==> src/rtl/espi_crc_pkg.sv <==
package espi_crc_pkg;
  typedef enum logic [2:0] {
    KIND_OPC  = 3'd0,
    KIND_HDR  = 3'd1,
    KIND_DAT  = 3'd2,
    KIND_STS  = 3'd3,
    KIND_CRC  = 3'd4
  } byte_kind_e;

  typedef enum logic {
    PH_CMD = 1'b0,
    PH_RSP = 1'b1
  } phase_e;
endpackage

==> src/rtl/espi_crc_step.sv <==
// One byte of CRC update, unrolled bit by bit, MSB first.
module espi_crc_step #(
  parameter int          W    = 8,
  parameter logic [W-1:0] POLY = 8'h07
) (
  input  logic [W-1:0] crc_i,
  input  logic [W-1:0] data_i,
  output logic [W-1:0] crc_o
);
  logic [W-1:0] stage [0:W];

  assign stage[0] = crc_i;

  for (genvar i = 0; i < W; i++) begin : g_bit
    logic fb;
    assign fb           = stage[i][W-1] ^ data_i[W-1-i];
    assign stage[i+1]   = {stage[i][W-2:0], 1'b0} ^ (fb ? POLY : '0);
  end

  assign crc_o = stage[W];
endmodule

==> src/rtl/espi_crc_classify.sv <==
// Decides per byte whether it is folded into the CRC or compared against it.
module espi_crc_classify #(
  parameter int           W         = 8,
  parameter logic [W-1:0] WAIT_CODE = 8'h0F,
  parameter logic [W-1:0] WAIT_MASK = 8'hFF
) (
  input  logic                      vld_i,
  input  espi_crc_pkg::phase_e      phase_i,
  input  espi_crc_pkg::byte_kind_e  kind_i,
  input  logic [W-1:0]              data_i,
  output logic                      fold_o,
  output logic                      cmp_o
);
  import espi_crc_pkg::*;

  logic is_body;
  logic is_wait;

  always_comb begin
    is_body = (kind_i == KIND_OPC) || (kind_i == KIND_HDR) ||
              (kind_i == KIND_DAT) || (kind_i == KIND_STS);
    is_wait = (phase_i == PH_RSP) && (kind_i == KIND_OPC) &&
              ((data_i & WAIT_MASK) == WAIT_CODE);
    fold_o  = vld_i && is_body && !is_wait;
    cmp_o   = vld_i && (phase_i == PH_CMD) && (kind_i == KIND_CRC);
  end
endmodule

==> src/rtl/espi_crc8_unit.sv <==
module espi_crc8_unit #(
  parameter int           W         = 8,
  parameter logic [W-1:0] POLY      = 8'h07,
  parameter logic [W-1:0] INIT      = 8'h00,
  parameter logic [W-1:0] WAIT_CODE = 8'h0F,
  parameter logic [W-1:0] WAIT_MASK = 8'hFF
) (
  input  logic         clk_i,
  input  logic         rst_ni,
  input  logic         sop_i,
  input  logic         byte_vld_i,
  input  logic [W-1:0] byte_i,
  input  logic         phase_i,
  input  logic [2:0]   kind_i,
  input  logic         crc_chk_en_i,
  input  logic         cs_abort_i,
  output logic [W-1:0] crc_o,
  output logic         cmd_crc_err_o,
  output logic         rsp_crc_err_o
);
  import espi_crc_pkg::*;

  logic [W-1:0] crc_q;
  logic [W-1:0] crc_start;
  logic [W-1:0] crc_next;
  logic         fold;
  logic         cmp;
  logic         cmd_err_q;
  logic         rsp_err_q;

  // a strobe restarts the phase; a byte in the same cycle is its first byte
  assign crc_start = sop_i ? INIT : crc_q;

  espi_crc_classify #(
    .W         (W),
    .WAIT_CODE (WAIT_CODE),
    .WAIT_MASK (WAIT_MASK)
  ) u_classify (
    .vld_i   (byte_vld_i),
    .phase_i (phase_e'(phase_i)),
    .kind_i  (byte_kind_e'(kind_i)),
    .data_i  (byte_i),
    .fold_o  (fold),
    .cmp_o   (cmp)
  );

  espi_crc_step #(
    .W    (W),
    .POLY (POLY)
  ) u_step (
    .crc_i  (crc_start),
    .data_i (byte_i),
    .crc_o  (crc_next)
  );

  always_ff @(posedge clk_i or negedge rst_ni) begin
    if (!rst_ni) begin
      crc_q     <= INIT;
      cmd_err_q <= 1'b0;
      rsp_err_q <= 1'b0;
    end else begin
      if (fold)       crc_q <= crc_next;
      else if (sop_i) crc_q <= INIT;
      cmd_err_q <= cmp && crc_chk_en_i && (byte_i != crc_start);
      rsp_err_q <= cs_abort_i && crc_chk_en_i;
    end
  end

  assign crc_o         = crc_q;
  assign cmd_crc_err_o = cmd_err_q;
  assign rsp_crc_err_o = rsp_err_q;
endmodule

==> config.mk <==
export PLATFORM = sky130hd
export DESIGN_NAME = espi_crc8_unit
export DESIGN_NICKNAME = d
export VERILOG_FILES = /design/src/rtl/espi_crc_pkg.sv /design/src/rtl/espi_crc_step.sv /design/src/rtl/espi_crc_classify.sv /design/src/rtl/espi_crc8_unit.sv
export SDC_FILE = /design/constraint.sdc
export NUM_CORES = 1
export LEC_CHECK = 0
export ABC_AREA = 1
export BUFFER_PORTS_ARGS = -buffer_cell sky130_fd_sc_hd__buf_2
export CELL_PAD_IN_SITES_DETAIL_PLACEMENT = 0
export CELL_PAD_IN_SITES_GLOBAL_PLACEMENT = 2
export CORE_MARGIN = 1
export CORE_UTILIZATION = 29
export CTS_CLUSTER_DIAMETER = 120
export DETAILED_ROUTE_END_ITERATION = 16
export HOLD_SLACK_MARGIN = 0.1
export PLACE_DENSITY_LB_ADDON = 0.1
export RECOVER_POWER = 50
export SYNTH_ARGS = -nofsm -noshare
export SYNTH_HDL_FRONTEND = slang
export SYNTH_SLANG_ARGS = --single-unit
==> constraint.sdc <==
create_clock -name clk_i -period 4.1 [get_ports clk_i]
set_input_delay 0.41 -clock clk_i [delete_from_list [all_inputs] [get_ports clk_i]]
set_output_delay 0.41 -clock clk_i [all_outputs]
set_load 0.005 [all_outputs]
==> out/metrics.yaml <==
clock_tree:
  cts-buffers-inserted: 3
  h-tree-depth: 1
  insertion_delay_ns: 0.27
  clock-sinks: 10
  clk_pin_slew_worst_paths_ns: 0.06
  cts_resized: 0
  cts_tree: "yes"
  cts.path.max_buffers: 2
  cts_root_buffer: "clkbuf_4"
power_and_ir_drop:
  ir_worst_vdd_uv: 176.4
  p_leak_uw: 0.0006315
  p_per_area_mw_per_mm2: 306.7
  power_uw: 345.3
synth:
  synth_seq_cells: 10
  ys_seq_area_share_pct: 26.99
  syn_area_um2: 927.1
  ys_types: 25
  synth_fp_nets: 148
  synthFlopType: "dfrtp_1"
  synthCells: 127
  synth-edff-count: 0
  avgSynthCellArea_um2: 7.300
  yosysWarnings: 0
  synth_async_sr_flop_share_pct: 100.0
route:
  routed-via-count: 902
  route.detailed.drc: 0
  ant_nets: 0
  met3WireLength_um: 105
  top_layer: "met4"
  totalWireLength_um: 2250
  wl_met1_um: 1090
  drt-wirelength-per-cell_um: 11.19
  drtPass1Iterations: 4
  via_per_inst: 4.488
  drtIter0Drc: 32
  routed-wl-met2_um: 1014
cells_and_area:
  n_antenna_cell: 0
  fin_util_pct: 36.89
  multi_input_area_um2: 600.6
  fin_nets: 180
  regArea_um2: 250.2
  fin_area_mm2: 0.001126
  syn2layout_area_growth_pct: 21.46
  fill_cells: 359
  drive_above_1_share_pct: 25.48
sta:
  setup-tns-final_ns: 0
  rsz0062_at_grt: "false"
  relSlewSlack_pct: 60.77
  hold_viol: 0
  final_max_slew_viol_count: 0
  skew_ns: 0.004367
  finalSetupViolCount: 0
  fin_crit_ns: 1.682
  tightest_slew_ns: 0.5885
  fin_crit_sh_pct: 41.02
  max_freq_mhz: 594.6
critical_path:
  worstSetupStartpointType: "primary input"
  critical_path.cell_chain: "buf_2, inv_2, nand2_1, xor2_2, ha_1, and3_1, o21ai_0, a21oi_1, a211oi_1"
  crit_path_end_kind: "flip-flop"
  crit_type: "in2reg"
  critPathTopFamily: "buffers and inverters"
  max_stage_delay_ns: 0.30
  critical_path_buf_inv_count: 2
  worst_path_max_delay_cell: "inv_2"
  critPathMaxFanout: 16
  crit_arrival_ns: 1.86
  required_ns: 4.28
flow_run:
  maxCapViolations: 0
floorplanning:
  row_count: 20
  die_area_mm2: 0.003427
  io_pins: 28
  die-width_um: 58.54
  core_mm2: 0.003053
  die_y_um: 58.54
  initial_core_util_pct: 30.37
grt:
  grt_max_degree: 17
  first_global_vias: 833
  grt_pass1_wl_um: 3822
  grt_overflow: 0
  grt_usage_pct: 15.32
  antenna_found_initial: 0
worst_hold_path:
  holdCritPathClass: "in2reg"
place:
  placed_area_mm2: 0.001097
  routabilityCongestion: 0.7683
  io_buffers: 27
  dp_hpwl_um: 1843
status:
  status: "completed"
-- tightest hold or removal path, stage by stage --
cell     delay (ns)
buf_2          0.07
nand2_1        0.04
inv_1          0.04
-- layout by cell type, fill, tap and decap left out, drive strengths merged, types with 2 or more instances in the layout --
| cell | Yosys | routed |
|---|---|---|
| inv | 15 | 15 |
| xor2 | 4 | 4 |
| o21ai | 5 | 5 |
| buf | 1 | 24 |
| nor3 | 3 | 3 |
| xnor2 | 5 | 5 |
| nand3 | 22 | 22 |
| clkbuf | 0 | 6 |
| nand4 | 2 | 2 |
| nand2 | 51 | 51 |
| dfrtp | 10 | 10 |
| ha | 3 | 3 |
-- power breakdown --
part / switching [uW] / internal, uW / leakage, uW
sequential: 14.9 / 113 / 0.000132
combinational: 84.5 / 64.7 / 0.000486
clock: 34.4 / 33.9 / 0.0000138
total: 134 / 212 / 0.000631
-- metrics by stage --
stage                     instances  hold slack, ns  worst slack [ns]
after global placement          197          0.2974             2.150
after detailed placement        197          0.2996             2.146
after global routing            201          0.3635             2.266
after floorplan                 127          0.1144             2.463
after CTS                       201          0.3295             2.424
final                           201          0.3308             2.418
-- layer usage --
| layer | vias to the layer above | GRT usage [%] |
|---|---|---|
| met5 | - | 0 |
| met4 | 0 | 7.143 |
| met3 | 5 | 2.857 |
| met2 | 25 | 23.48 |
| met1 | 404 | 20.87 |
| li1 | 468 | - |
-- sequential cells by signal, summed over array words and instances (netlist names) --
signal / count
rsp_crc_err_o: 1
crc_o: 8
cmd_crc_err_o: 1
-- final timing paths --
| path | startpoint | to | slack (ns) | cells after the start |
|---|---|---|---|---|
| min | cs_abort_i | rsp_crc_err_o | 0.33 | 3 |
| min in group asynchronous | rst_ni | crc_o[0] | 0.66 | 2 |
| max reg2reg | crc_o[2] | cmd_crc_err_o | 2.60 | 8 |
| min reg2reg | crc_o[2] | crc_o[2] | 0.60 | 2 |
| max | sop_i | cmd_crc_err_o | 2.42 | 9 |
| max in group asynchronous | rst_ni | crc_o[4] | 3.06 | 2 |
-- repair_timing --
item,4_1_cts,5_1_grt
hold buffers,1,0
hold endpoints to repair,10,0
setup buffers,0,0
setup endpoints to repair,0,0
-- area by class of cell --
cell class / count / share of cell area [%]
clock buffer: 3 / 2.000
timing repair buffer: 28 / 12.56
sequential: 10 / 22.22
tap: 44 / 4.889
inverter: 15 / 5.000
multi-input combinational: 101 / 53.33
-- Yosys cell counts, types with 2 or more instances --
cell type	instances	area share, %
o21ai_0	4	2.2
inv_1	14	5.7
nand2_2	2	1.3
nand3_2	3	3.2
nor3_1	3	1.6
nand2_4	3	3.6
nand4_1	2	1.3
xnor2_1	4	3.8
nand2_1	46	19
nand3_1	19	10
ha_1	3	4.0
dfrtp_1	10	27
xor2_4	2	5.9
-- cells by family (layout without fill, tap and decap cells) --
family	after synthesis	after routing	share of synthesized area, %
XOR/XNOR	9	9	14.17
flip-flops	10	10	26.99
AND/OR/NAND/NOR	82	82	42.51
buffers and inverters	16	46	8.232
AO/OA/AOI/OAI	7	7	4.048
adder cells (fa/ha/maj)	3	3	4.049
(Power assumes the default switching activity.)
